===== src/rtl/flash_user_pkg.sv =====
package flash_user_pkg;
  localparam int MAX_CS  = 5;
  localparam int SEL_W   = 3;
  localparam int SLOTS   = 1 << SEL_W;
  localparam int WEN_LSB = 16;
  localparam int CSOFF_BIT = 2;
  localparam logic [1:0] MODE_USER = 2'd3;
  localparam logic [31:0] INTR_RESET = 32'h0000_0800;

  typedef enum logic [1:0] {ST_IDLE, ST_ISSUE, ST_WAIT, ST_RESP} fsm_e;

  typedef struct packed {
    logic load;
    logic capture;
    logic fillOnes;
  } strobes_t;
endpackage


===== src/rtl/flash_user_regs.sv =====
module flash_user_regs
  import flash_user_pkg::*;
#(
  parameter int NUM_CS = 5
) (
  input  logic             clk,
  input  logic             rstN,
  input  logic             regWrite,
  input  logic [7:0]       regAddr,
  input  logic [31:0]      regWdata,
  output logic [31:0]      regRdata,
  input  logic [SEL_W-1:0] winCs,
  output logic             selUser,
  output logic             selWen,
  output logic [NUM_CS-1:0] csN
);
  logic [31:0] cfgReg, ceReg;
  logic [31:0] ctrlArr [SLOTS];
  logic        isCtrlAddr;
  logic [SEL_W-1:0] ctrlIdx;

  assign isCtrlAddr = (regAddr >= 8'h10) && (regAddr <= 8'h20) && (regAddr[1:0] == 2'b00);
  assign ctrlIdx    = SEL_W'(regAddr[5:2] - 4'd4);

  always_ff @(posedge clk) begin
    if (!rstN) begin
      cfgReg <= '0;
      ceReg  <= '0;
    end else if (regWrite) begin
      if (regAddr == 8'h00) cfgReg <= regWdata;
      if (regAddr == 8'h04) ceReg  <= regWdata;
    end
  end

  for (genvar i = 0; i < SLOTS; i++) begin : g_slot
    if (i < NUM_CS) begin : g_impl
      logic [31:0] ctrlQ;
      always_ff @(posedge clk) begin
        if (!rstN) ctrlQ <= 32'h1 << CSOFF_BIT;
        else if (regWrite && isCtrlAddr && ctrlIdx == SEL_W'(i)) ctrlQ <= regWdata;
      end
      assign ctrlArr[i] = ctrlQ;
      assign csN[i]     = ctrlQ[CSOFF_BIT];


      cs_follow_chk: assert property (@(posedge clk) disable iff (!rstN)
        (regWrite && regAddr == 8'(16 + 4*i)) |=> (csN[i] == $past(regWdata[CSOFF_BIT])));
    end else begin : g_none
      assign ctrlArr[i] = '0;
    end
  end

  always_comb begin
    regRdata = '0;
    if (regAddr == 8'h00)      regRdata = cfgReg;
    else if (regAddr == 8'h04) regRdata = ceReg;
    else if (regAddr == 8'h08) regRdata = INTR_RESET;
    else if (isCtrlAddr)       regRdata = ctrlArr[ctrlIdx];
  end

  assign selUser = (ctrlArr[winCs][1:0] == MODE_USER);
  assign selWen  = cfgReg[5'(WEN_LSB) + 5'(winCs)];
endmodule


===== src/rtl/flash_user_ctrl.sv =====
module flash_user_ctrl
  import flash_user_pkg::*;
(
  input  logic       clk,
  input  logic       rstN,
  input  logic       winReq,
  input  logic       winWrite,
  input  logic [1:0] winSize,
  input  logic       selUser,
  input  logic       selWen,
  input  logic       xchgDone,
  output logic       xchgStart,
  output logic       winReady,
  output logic [1:0] byteIdx,
  output strobes_t   strobe
);
  fsm_e       state, nextState;
  logic [1:0] sizeQ;
  logic       pendQ;
  logic       allowed;

  assign allowed = selUser && (!winWrite || selWen);

  always_comb begin
    nextState = state;
    strobe    = '0;
    xchgStart = 1'b0;
    winReady  = 1'b0;
    unique case (state)
      ST_IDLE: if (winReq) begin
        if (allowed) begin
          strobe.load = 1'b1;
          nextState   = ST_ISSUE;
        end else begin
          strobe.fillOnes = !winWrite;
          nextState       = ST_RESP;
        end
      end
      ST_ISSUE: begin
        xchgStart = 1'b1;
        nextState = ST_WAIT;
      end
      ST_WAIT: if (xchgDone) begin
        strobe.capture = 1'b1;
        nextState      = (byteIdx == sizeQ) ? ST_RESP : ST_ISSUE;
      end
      ST_RESP: begin
        winReady  = 1'b1;
        nextState = ST_IDLE;
      end
      default: nextState = ST_IDLE;
    endcase
  end

  always_ff @(posedge clk) begin
    if (!rstN) begin
      state   <= ST_IDLE;
      sizeQ   <= '0;
      byteIdx <= '0;
      pendQ   <= 1'b0;
    end else begin
      state <= nextState;
      if (strobe.load) begin
        sizeQ   <= winSize;
        byteIdx <= '0;
      end else if (strobe.capture) begin
        byteIdx <= byteIdx + 2'd1;
      end
      if (xchgStart)     pendQ <= 1'b1;
      else if (xchgDone) pendQ <= 1'b0;
    end
  end


  one_xchg_chk: assert property (@(posedge clk) disable iff (!rstN)
    xchgStart |-> !pendQ);

  ready_idle_chk: assert property (@(posedge clk) disable iff (!rstN)
    winReady |-> !pendQ);

  idx_bound_chk: assert property (@(posedge clk) disable iff (!rstN)
    (state == ST_WAIT) |-> (byteIdx <= sizeQ));

  denied_quiet_chk: assert property (@(posedge clk) disable iff (!rstN)
    (state == ST_IDLE && winReq && winWrite && !selWen) |=> !xchgStart);

  nonuser_quiet_chk: assert property (@(posedge clk) disable iff (!rstN)
    (state == ST_IDLE && winReq && !selUser) |=> winReady);
endmodule


===== src/rtl/flash_user_datapath.sv =====
module flash_user_datapath
  import flash_user_pkg::*;
(
  input  logic        clk,
  input  logic        rstN,
  input  strobes_t    strobe,
  input  logic [1:0]  byteIdx,
  input  logic        winWrite,
  input  logic [31:0] winWdata,
  input  logic [7:0]  xchgRx,
  output logic [7:0]  xchgTx,
  output logic [31:0] winRdata,
  output logic        writeQ
);
  logic [31:0] txShift, rxAcc;

  always_ff @(posedge clk) begin
    if (!rstN) begin
      txShift <= '0;
      rxAcc   <= '0;
      writeQ  <= 1'b0;
    end else if (strobe.load) begin
      txShift <= winWrite ? winWdata : '0;
      rxAcc   <= '0;
      writeQ  <= winWrite;
    end else if (strobe.capture) begin
      txShift <= txShift >> 8;
      rxAcc[{byteIdx, 3'b000} +: 8] <= xchgRx;
    end else if (strobe.fillOnes) begin
      rxAcc <= '1;
    end
  end

  assign xchgTx   = txShift[7:0];
  assign winRdata = rxAcc;
endmodule


===== src/rtl/flash_user_port.sv =====
module flash_user_port
  import flash_user_pkg::*;
#(
  parameter int NUM_CS = 5
) (
  input  logic              clk,
  input  logic              rstN,
  input  logic              regWrite,
  input  logic [7:0]        regAddr,
  input  logic [31:0]       regWdata,
  output logic [31:0]       regRdata,
  input  logic              winReq,
  input  logic              winWrite,
  input  logic [2:0]        winCs,
  input  logic [1:0]        winSize,
  input  logic [31:0]       winWdata,
  output logic [31:0]       winRdata,
  output logic              winReady,
  output logic              xchgStart,
  output logic [7:0]        xchgTx,
  input  logic [7:0]        xchgRx,
  input  logic              xchgDone,
  output logic [NUM_CS-1:0] csN
);
  logic     selUser, selWen, writeQ;
  logic [1:0] byteIdx;
  strobes_t strobe;

  flash_user_regs #(.NUM_CS(NUM_CS)) u_regs (
    .clk(clk), .rstN(rstN), .regWrite(regWrite), .regAddr(regAddr),
    .regWdata(regWdata), .regRdata(regRdata), .winCs(winCs),
    .selUser(selUser), .selWen(selWen), .csN(csN));

  flash_user_ctrl u_ctrl (
    .clk(clk), .rstN(rstN), .winReq(winReq), .winWrite(winWrite),
    .winSize(winSize), .selUser(selUser), .selWen(selWen),
    .xchgDone(xchgDone), .xchgStart(xchgStart), .winReady(winReady),
    .byteIdx(byteIdx), .strobe(strobe));

  flash_user_datapath u_dp (
    .clk(clk), .rstN(rstN), .strobe(strobe), .byteIdx(byteIdx),
    .winWrite(winWrite), .winWdata(winWdata), .xchgRx(xchgRx),
    .xchgTx(xchgTx), .winRdata(winRdata), .writeQ(writeQ));


  read_zero_tx_chk: assert property (@(posedge clk) disable iff (!rstN)
    (xchgStart && !writeQ) |-> (xchgTx == 8'h00));
endmodule


===== config.mk =====
export PLATFORM = sky130hd
export DESIGN_NAME = flash_user_port
export DESIGN_NICKNAME = d
export VERILOG_FILES = /design/src/rtl/flash_user_pkg.sv /design/src/rtl/flash_user_regs.sv /design/src/rtl/flash_user_ctrl.sv /design/src/rtl/flash_user_datapath.sv /design/src/rtl/flash_user_port.sv
export SDC_FILE = /design/constraint.sdc
export NUM_CORES = 1
export LEC_CHECK = 0
export CAP_MARGIN = 25
export CORE_ASPECT_RATIO = 0.6
export CORE_MARGIN = 2
export CORE_UTILIZATION = 56
export CTS_CLUSTER_DIAMETER = 30
export DETAILED_ROUTE_END_ITERATION = 12
export GPL_TIMING_DRIVEN = 0
export PLACE_DENSITY = 0.8
export SYNTH_ARGS = -nofsm -noshare
export SYNTH_HDL_FRONTEND = slang
export SYNTH_SLANG_ARGS = --single-unit

===== constraint.sdc =====
create_clock -name clk -period 3.29 [get_ports clk]
set_input_delay 0.658 -clock clk [delete_from_list [all_inputs] [get_ports clk]]
set_output_delay 0.658 -clock clk [all_outputs]
set_load 0.01 [all_outputs]

# After elaboration in Yosys (flattened, before gate mapping)
# Cells that the tools add are included.
dict set report word_totals {
  reg_bits 294
  input_bits 91
  out_inout_bits 79
  word_cells 93
}
dict set report op_classes {
  n_addsub 4
  n_lt_le_gt_ge 5
  n_eq_ne 13
  shifts 2
  muxes 33
  bitwise_logic 3
  n_reduce_logical 21
}
# op count
set ops {}
lappend ops {{32-bit 2-to-1 mux} 11}
lappend ops {{32-bit binary-select mux with 3-bit select} 2}
lappend ops {{32-bit bitwise mux} 1}
lappend ops {{8-bit by 7-bit variable shift with 32-bit output (first input constant)} 1}
lappend ops {{8-bit by 7-bit indexed part select with 32-bit output} 1}
lappend ops {{2-bit 2-to-1 mux} 6}
lappend ops {{1-bit 2-to-1 mux} 11}
lappend ops {{1-bit logical AND} 9}
lappend ops {{8-bit by 3-bit == test with 1-bit output (second input constant)} 1}
lappend ops {{8-bit by 4-bit == test with 1-bit output (second input constant)} 1}
lappend ops {{4-bit >= comparator (second input constant)} 2}
lappend ops {{8-bit by 5-bit >= comparator with 1-bit output (second input constant)} 1}
lappend ops {{8-bit by 6-bit less-or-equal comparator with 1-bit output (second input constant)} 1}
lappend ops {{8-bit zero test} 1}
lappend ops {{3-bit NOT with 4-bit output} 2}
lappend ops {{2-bit case mux with 4 select lines} 1}
lappend ops {{5-bit negation with 7-bit output} 1}
lappend ops {{2-bit == test (second input constant)} 3}
lappend ops {{3-bit by 2-bit == test with 1-bit output (second input constant)} 2}
lappend ops {{5-bit by 6-bit < comparator with 1-bit output (second input constant)} 1}
lappend ops {{2-bit AND reduction} 3}
lappend ops {{5-bit by 3-bit adder with 5-bit output (first input constant)} 1}
lappend ops {{1-bit binary-select mux with 5-bit select} 1}
lappend ops {{2-bit zero test} 2}
lappend ops {{other kinds (13)} 15}

# Logic depth before layout (Yosys ltp)
# Gate-level depths: netlist (run 1).
dict set report depth {
  depth_word 11
  ltp_mapped 8
  depth_no_buf 7
}

# Hierarchy
# Synthesis (run 1) repeated with hierarchy kept, for this count alone.
dict set report hier_totals {
  cells_unflattened 1485
  hier_area_um2 13066.3
}
# mod n_inst cells_per_inst area_each_um2 seq_area_each_um2
set modules_own_cells {}
lappend modules_own_cells {flash_user_regs 1 1106 9645.5 4484.3}
lappend modules_own_cells {flash_user_datapath 1 340 3062.9 1301.2}
lappend modules_own_cells {flash_user_ctrl 1 39 357.8 120.1}

# Worst setup path after synthesis (run 1)
# OpenSTA, ideal clock, no wires.
dict set report synth_path {
  kind {input-to-output}
  startpoint {input regAddr[1]}
  endpoint {output regRdata[8]}
  arrival_ps 2204
  required_time_ps 2632
  path_slack_ps 428
  cell_stages 5
  n_path_buf 2
  path_cell_list {or4_4 -> or3_1 -> buf_2 -> clkbuf_1 -> a31oi_1}
}
dict set report synth_between {
  elab_chain_cells 7
  elab_cells_between_ends 12
  cone_classes {order compare: 2; eq/ne: 2; mux: 4; reduce/logical: 4}
}
# element line_no
set synth_rtl {}
lappend synth_rtl {{start: declaration} flash_user_port.sv:9} ;# input logic [7:0] regAddr,
lappend synth_rtl {{8-bit by 5-bit >= comparator with 1-bit output or 8-bit by 6-bit less-or-equal comparator with 1-bit output (tied branches)} flash_user_regs.sv:22} ;# assign isCtrlAddr = (regAddr >= 8'h10) && (regAddr <= 8'h20) && (regAddr[1:0] == 2'b00);
lappend synth_rtl {{1-bit logical AND (2 in a row)} flash_user_regs.sv:22}
lappend synth_rtl {{32-bit 2-to-1 mux} flash_user_regs.sv:58} ;# else if (isCtrlAddr) regRdata = ctrlArr[ctrlIdx];
lappend synth_rtl {{32-bit 2-to-1 mux} flash_user_regs.sv:57} ;# else if (regAddr == 8'h08) regRdata = INTR_RESET;
lappend synth_rtl {{32-bit 2-to-1 mux} flash_user_regs.sv:56} ;# else if (regAddr == 8'h04) regRdata = ceReg;
lappend synth_rtl {{32-bit 2-to-1 mux (*)} flash_user_regs.sv:55} ;# if (regAddr == 8'h00) regRdata = cfgReg;
lappend synth_rtl {{end: declaration} flash_user_port.sv:11} ;# output logic [31:0] regRdata,
# Every way passes the cells marked *; elsewhere a longest branch is shown, timed or not.

# Worst setup path after layout (run 1)
dict set report layout_path {
  startpoint {input regAddr[2]}
  endpoint {output regRdata[6]}
}
dict set report layout_between {
  elab_chain_cells 9
  elab_cells_between_ends 16
  cone_classes {add/sub: 1; order compare: 2; eq/ne: 2; mux: 7; bitwise: 1; reduce/logical: 3}
}
# element line_no
set layout_rtl {}
lappend layout_rtl {{3-bit subtractor} flash_user_regs.sv:23} ;# assign ctrlIdx = SEL_W'(regAddr[5:2] - 4'd4);
lappend layout_rtl {{3-bit NOT with 4-bit output (not written as such)} flash_user_regs.sv:58}
lappend layout_rtl {{32-bit binary-select mux with 3-bit select} flash_user_regs.sv:58}
lappend layout_rtl {{32-bit 2-to-1 mux (not written as such) (2 in a row)} flash_user_regs.sv:58}
lappend layout_rtl {{32-bit 2-to-1 mux} flash_user_regs.sv:58}
lappend layout_rtl {{32-bit 2-to-1 mux} flash_user_regs.sv:57}
lappend layout_rtl {{32-bit 2-to-1 mux} flash_user_regs.sv:56}
lappend layout_rtl {{32-bit 2-to-1 mux (*)} flash_user_regs.sv:55}
# Every way passes the cells marked *; elsewhere a longest branch is shown, timed or not. The select of a mux whose other input is x is not followed.

==> flow_summary_export.csv, run 1 <==
group,metric,value,unit
logic_synthesis,syn_nets,1718,
worst_setup_path,r2r_cells,7,
cts,cts_made_buffers,41,
logic_synthesis,synthFlopType,"dfxtp_1",
routing,dr_wl_met2,21100,um
floorplan,ios,170,
routing,wl_per_cell,23.6,um
cts,h-tree-depth,2,
timing,period_share,1.03,
worst_setup_path,rrSetupSlack,0.59,ns
pwr,p_int,6.70,mW
grt,grt_overflow,0,
grt,track_usage,0.395,
cells_and_area,fillers,1839,
routing,dr.pass1.iters,10,
routing,num_vias,14179,
pwr,p_seq_frac,0.404,
min_path,hp-start,"u_regs.g_slot[1].g_impl.ctrlQ[5]",
grt,grt_max_degree,16,
timing,worstMarginPinSlew,1.17,ns
cells_and_area,drive_gt1_frac,0.139,
timing,relSlewSlack,0.219,
logic_synthesis,async_flop_share,0,
grt,grt_pass1_wl,77200,um
worst_setup_path,rr_startpoint,"u_ctrl.byteIdx[0]",
routing,routed_wl,52000,um
run_status,status,"finished with violations",
routing,dr.first_iter.drc_count,2231,
place,place.gp.congestion,0.974,
logic_synthesis,ys_warn_count,0,
cts,clk_pin_slew,0.06,ns
logic_synthesis,yosysMostFrequentCell,"nand2_1",
min_path,min_to,"u_regs.g_slot[1].g_impl.ctrlQ[5]",
timing,fin_setup_tns,-0.129,ns
pwr,swShare,0.255,
pwr,combinationalPowerShare,0.086,
floorplan,die-height,125,um
worst_setup_path,critPathSlowestCell,"a221oi_2",
cts,root_buffer,"clkbuf_16",
worst_setup_path,cpPeakStageDelay,0.50,ns
logic_synthesis,yosysUniqueCellTypes,58,
timing,fin_skew,0.0171,ns
pwr,p_leak,6.46,nW
cells_and_area,fin_util,0.728,
cts,clock_path_buffers,3,
timing,finalCriticalPeriod,3.39,ns
logic_synthesis,synth_area_leaders,"dfxtp_1 (43%), nand2_1 (10%), a21boi_1 (6.5%), a21oi_1 (3.5%), nand3_1 (3.4%)",
logic_synthesis,synth_top_cell_by_area,"dfxtp_1",
pwr,ir_drop,0.367,mV
pwr,power.density,512,nW/um2
pwr,switchingPower,2.29,mW
worst_setup_path,cp_common_cell,"clkbuf_2",
cts,ctsHoldBuffers,0,
routing,avgViaCountPerCell,6.43,
routing,drt-met1-wl,21000,um
worst_setup_path,required,2.63,ns
place,post-place-ws,-1.59,ns
logic_synthesis,synth_common_cells,"nand2_1 (374), dfxtp_1 (294), a21boi_1 (118)",
routing,drt.antenna.violating_nets,0,
cts,cts_sinks,294,
cells_and_area,syn_to_final_growth,28.3,%
routing,drc_errors,0,
worst_setup_path,start_kind,"primary input",
worst_setup_path,path_class,"in -> out",
run_status,violations,"setup timing",
routing,top_layer,"met4",
worst_setup_path,timing.rr.end,"u_dp.winRdata[28]",
grt,grt_pass1_vias,13576,
worst_setup_path,arrival,2.74,ns
logic_synthesis,synth_top_area_frac,0.430,
floorplan,start_util,0.567,
cts,cts_tree,"yes",
min_path,hold_class,"reg -> reg",
routing,met3_length,8060,um
worst_setup_path,cp_max_fo,10,
place,dp_hpwl,35300,um
logic_synthesis,synth_edf_count,0,
floorplan,dieArea,25700,um2
timing,final_hold_viol_count,0,
timing,max_freq,295,MHz
logic_synthesis,avgSynthCellArea,8.43,um2
worst_setup_path,cp_cell_sequence,"clkbuf_2 > clkbuf_4 > clkbuf_2 > o221ai_1 > a221oi_2 > a221o_1 > dlygate4sd2_1",
logic_synthesis,synth_area,13700,um2
timing,slew_viol_final,0,
cells_and_area,antennaDiodeCount,0,
floorplan,coreArea,24100,um2
timing,setup_viol,2,
floorplan,die_w,206,um
min_path,whs_path_depth,2,
pwr,p_clk_frac,0.509,
cells_and_area,nets,1947,
timing,worst_slack,-0.105,ns
worst_setup_path,end_kind,"primary output",
place,io_buffers,164,
floorplan,rows,44,
cts,clkLatencyLatePin,0.55,ns
logic_synthesis,synth_cells,1623,
logic_synthesis,ys_seq_elements,294,
grt,antenna_found_initial,0,
logic_synthesis,synth-seq-area-share,0.430,
flow_run,maxCapViolations,0,
==> final cells by class <==
| type | instances | area, um2 | area share |
|---|---|---|---|
| inverters | 4 | 15.0 | 0.000855 |
| clock buffers | 47 | 1080 | 0.0614 |
| repair buffers | 186 | 1740 | 0.0990 |
| flip-flops and latches | 294 | 5890 | 0.335 |
| multi-input cells | 1172 | 7180 | 0.409 |
| clock inverters | 28 | 324 | 0.0185 |
| well taps | 322 | 403 | 0.0229 |
| plain buffers | 153 | 931 | 0.0530 |
==> power by group through the flow <==
| stage | sequential (mW) | combinational (mW) | clock, mW |
|---|---|---|---|
| after global placement | 3.71 | 0.707 | 0 |
| after global routing | 3.64 | 0.802 | 4.74 |
| final | 3.63 | 0.775 | 4.58 |
| after CTS | 3.63 | 0.739 | 4.57 |
| after detailed placement | 3.71 | 0.719 | 0 |
| after floorplan | 3.72 | 0.322 | 0 |
==> what timing repair did <==
item,CTS,global route
cloned,2,0
setup buffers,17,2
endpoints found under the setup margin,32,29
pin swaps,6,4
gates resized for setup,188,19
==> layout by cell type, fill, tap and decap left out, types with 16 or more instances in the layout <==
master           count
a21boi_1           118
o211ai_1            16
clkbuf_16           45
nand2_1            373
nor2b_1             38
clkbuf_1            80
buf_4               33
o21ai_0             77
o21a_1              24
a22oi_1             27
nor2_1              25
nand3_1             94
o31ai_1             33
mux2_2              26
a21boi_0            18
a21oi_1             94
dfxtp_1            294
buf_2               33
clkdlybuf4s50_1    126
a211oi_1            17
mux2i_1             44
==> state kept, by name, summed over array words and instances, names as in the netlist <==
signal	count
u_regs.cfgReg	32
u_ctrl.sizeQ	2
u_dp.txShift	32
u_regs.ceReg	32
u_dp.winRdata	32
u_regs.g_slot.g_impl.ctrlQ	160
u_ctrl.state	2
u_ctrl.byteIdx	2
==> cells by family after synthesis <==
kind of cell | count (synthesis) | synth area share
and+or+nand+nor | 601 | 0.200
DFF | 294 | 0.430
AOI/OAI and AO/OA | 481 | 0.237
xor gates and xnor gates | 3 | 0.00192
adders and majority gates | 4 | 0.00366
buffers and inverters | 157 | 0.0539
muxes | 83 | 0.0742
==> how the worst max path moves through the flow <==
stage	startpoint	end	slack, ns	cells past startpoint
final	regAddr[2]	regRdata[6]	-0.10	7
after global routing	regAddr[2]	regRdata[9]	-0.001	7
after CTS	regAddr[0]	regRdata[8]	-0.002	7
after detailed placement	regAddr[4]	regRdata[22]	-1.59	8
after global placement	regAddr[1]	regRdata[22]	-1.63	7
after floorplan	regAddr[1]	regRdata[8]	0.43	5
==> metrics by stage <==
step	cell area, um2	total power, mW	cells	hold WS (ns)
final	17600	8.99	2206	0.453
after global routing	17600	9.18	2206	0.470
after CTS	17600	8.94	2204	0.452
after detailed placement	15700	4.43	2110	0.445
after global placement	15700	4.41	2109	0.438
after floorplan	13700	4.04	1623	0.432
==> worst max-delay path, delay by kind of cell <==
family | cells | cell delay (ns)
AOI/OAI and AO/OA | 3 | 0.89
buffers and inverters | 4 | 1.16
==> layer usage <==
metal  up-vias  global-route usage
met4         0               0.149
met2      1107               0.555
met1      6690               0.548
met5         -                   0
li1       6192                   -
met3       190               0.149
Note: power is estimated with default switching activity, not from simulation.
==> inputs of run 2 (changes only) <==
--- a/config.mk
+++ b/config.mk
@@ -9,9 +9,10 @@
 export CORE_ASPECT_RATIO = 0.6
 export CORE_MARGIN = 2
-export CORE_UTILIZATION = 56
+export CORE_UTILIZATION = 58
+export CTS_BUF_LIST = sky130_fd_sc_hd__clkbuf_4 sky130_fd_sc_hd__clkbuf_8
 export CTS_CLUSTER_DIAMETER = 30
 export DETAILED_ROUTE_END_ITERATION = 12
 export GPL_TIMING_DRIVEN = 0
-export PLACE_DENSITY = 0.8
+export PLACE_DENSITY = 0.83
 export SYNTH_ARGS = -nofsm -noshare
 export SYNTH_HDL_FRONTEND = slang
==> constraint.sdc (replaced) <==
create_clock -name clk -period 3.29 [get_ports clk]
set_input_delay 0.658 -clock clk [delete_from_list [all_inputs] [get_ports clk]]
set_output_delay 0.658 -clock clk [all_outputs]
set_load 0.05 [all_outputs]
==> run 2 against run 1 <==
Compared with the run above: the flow now finishes without violations; first-iteration DRC count down 15%; combinational power up 14%; sequential power about the same; design area down 2.5%; non-clock buffer count down 7; power down 9.3%; critical path type unchanged.
==> flow_summary_export.csv, run 2 (synthesized netlist as in run 1, its figures left out) <==
group,metric,value,unit
min_path,hold_class,"reg -> reg",
timing,period_share,0.998,
floorplan,rows,43,
pwr,ir_drop,0.338,mV
floorplan,dieArea,24900,um2
routing,met3_length,7800,um
cells_and_area,largest_reg_flops,160,
cts,clk_pin_slew,0.06,ns
cells_and_area,antennaDiodeCount,0,
pwr,finalPower,8.15,mW
worst_setup_path,required,2.63,ns
timing,worst_slack,0.00766,ns
grt,grt_pass1_wl,73600,um
place,dpl_cell_area,15700,um2
cells_and_area,fin_util,0.740,
floorplan,coreArea,23100,um2
cts,cts_tree,"yes",
pwr,p_leak,6.29,nW
worst_setup_path,start_kind,"primary input",
flow_run,maxCapViolations,0,
cells_and_area,largest-register,"u_regs.g_slot.g_impl.ctrlQ",
routing,drt.antenna.violating_nets,0,
min_path,hp-start,"u_regs.ceReg[10]",
cts,clock_path_buffers,3,
grt,grt_max_degree,20,
routing,drt-met1-wl,20500,um
routing,dr.first_iter.drc_count,1895,
cells_and_area,final_cell_area,17100,um2
grt,antenna_found_initial,1,
worst_setup_path,worstSetupStartpoint,"regAddr[7]",
grt,grt_pass1_vias,12871,
routing,drc_errors,0,
place,dp_hpwl,34500,um
routing,avgViaCountPerCell,6.35,
routing,dr_wl_met2,20000,um
cts,cts_sinks,294,
place,io_buffers,164,
floorplan,ios,170,
timing,relSlewSlack,0.271,
place,post-place-ws,-1.70,ns
routing,routed_wl,50100,um
cts,clkLatencyLatePin,0.59,ns
timing,max_freq,305,MHz
routing,dr.pass1.iters,6,
pwr,power.density,476,nW/um2
routing,num_vias,13984,
worst_setup_path,cp_max_fo,10,
worst_setup_path,arrival,2.62,ns
grt,grt_overflow,0,
worst_setup_path,rr_startpoint,"u_ctrl.byteIdx[0]",
timing,grt_setup_unrepaired,"yes",
timing,worstMarginPinSlew,1.09,ns
cts,h-tree-depth,2,
timing,fin_skew,0.0206,ns
cells_and_area,drive_gt1_frac,0.144,
routing,top_layer,"met5",
worst_setup_path,end_kind,"primary output",
timing,setup_viol,0,
grt,track_usage,0.390,
place,place.gp.congestion,0.972,
worst_setup_path,rrSetupSlack,0.63,ns
cells_and_area,nets,1945,
cts,root_buffer,"clkbuf_8",
floorplan,die_w,202,um
routing,wl_per_cell,22.7,um
timing,final_hold_viol_count,0,
run_status,status,"completed",
timing,slew_viol_final,0,
worst_setup_path,path_class,"in -> out",
cts,ctsHoldBuffers,0,
floorplan,start_util,0.591,
cells_and_area,syn_to_final_growth,25.2,%
floorplan,die-height,123,um
cells_and_area,layout_commonest_cell,"nand2_1",
cells_and_area,layout_common_cells,"nand2_1 (373), dfxtp_1 (294), clkdlybuf4s50_1 (126)",
cts,cts_made_buffers,46,
timing,finalCriticalPeriod,3.28,ns
run 2: cell types whose count changed in the layout (fill, tap and decap cells not counted), sizes merged:
cell,previous run,this run
bufinv,5,4
clkbuf,149,167
clkinvlp,7,3
buf,89,104
dlygate4sd2,8,2
clkdlybuf4s15,14,3
inv,13,5
run 2: repair_timing:
action / in CTS / in global routing
cloned: 0 / 1
endpoints found under the setup margin: 32 / 28
setup buffers: 8 / 6
pin swaps: 5 / 3
hold endpoints to repair: 0 / 0
gates resized for setup: 259 / 21
run 2: stage by stage:
step / cells / hold slack [ns] / setup TNS (ns)
4_1_cts: 2195 / 0.454 / 0
3_5_place_dp: 2103 / 0.445 / -45.49
5_1_grt: 2202 / 0.470 / -0.0927
6_report: 2202 / 0.456 / 0
2_1_floorplan: 1623 / 0.432 / -1.17
3_3_place_gp: 2102 / 0.438 / -49.80
run 2: layer usage:
metal	global-route usage	vias up
met5	0.0298	-
met4	0.151	2
li1	-	6171
met1	0.549	6586
met3	0.142	170
met2	0.541	1055
run 2: critical path, cell delays in order:
cell and delay (ns):
dlygate4sd2_1 0.27, or4_4 0.55, nor3_4 0.36, clkbuf_8 0.30
a221o_1 0.20, buf_2 0.27
run 2: path summary, 6_finish.rpt:
check	endpoint	depth (start not counted)
hold / removal	u_regs.ceReg[10]	2
setup / recovery	regRdata[18]	6
setup reg to reg	u_dp.winRdata[27]	7
hold reg to reg	u_regs.ceReg[10]	2
run 2: area by class of cell:
cell class / count / area (um2)
clock buffers: 70 / 901
repair buffers: 180 / 1700
fillers: 1751 / 6010
flip-flops and latches: 294 / 5890
well taps: 315 / 394
inverters: 4 / 15.0
plain buffers: 152 / 881
clock inverters: 15 / 194
multi-input cells: 1172 / 7160
run 2: report_power, final:
| group | switching (mW) | internal (mW) |
|---|---|---|
| clock network | 1.56 | 2.08 |
| registers | 0.0291 | 3.60 |
| logic | 0.573 | 0.307 |
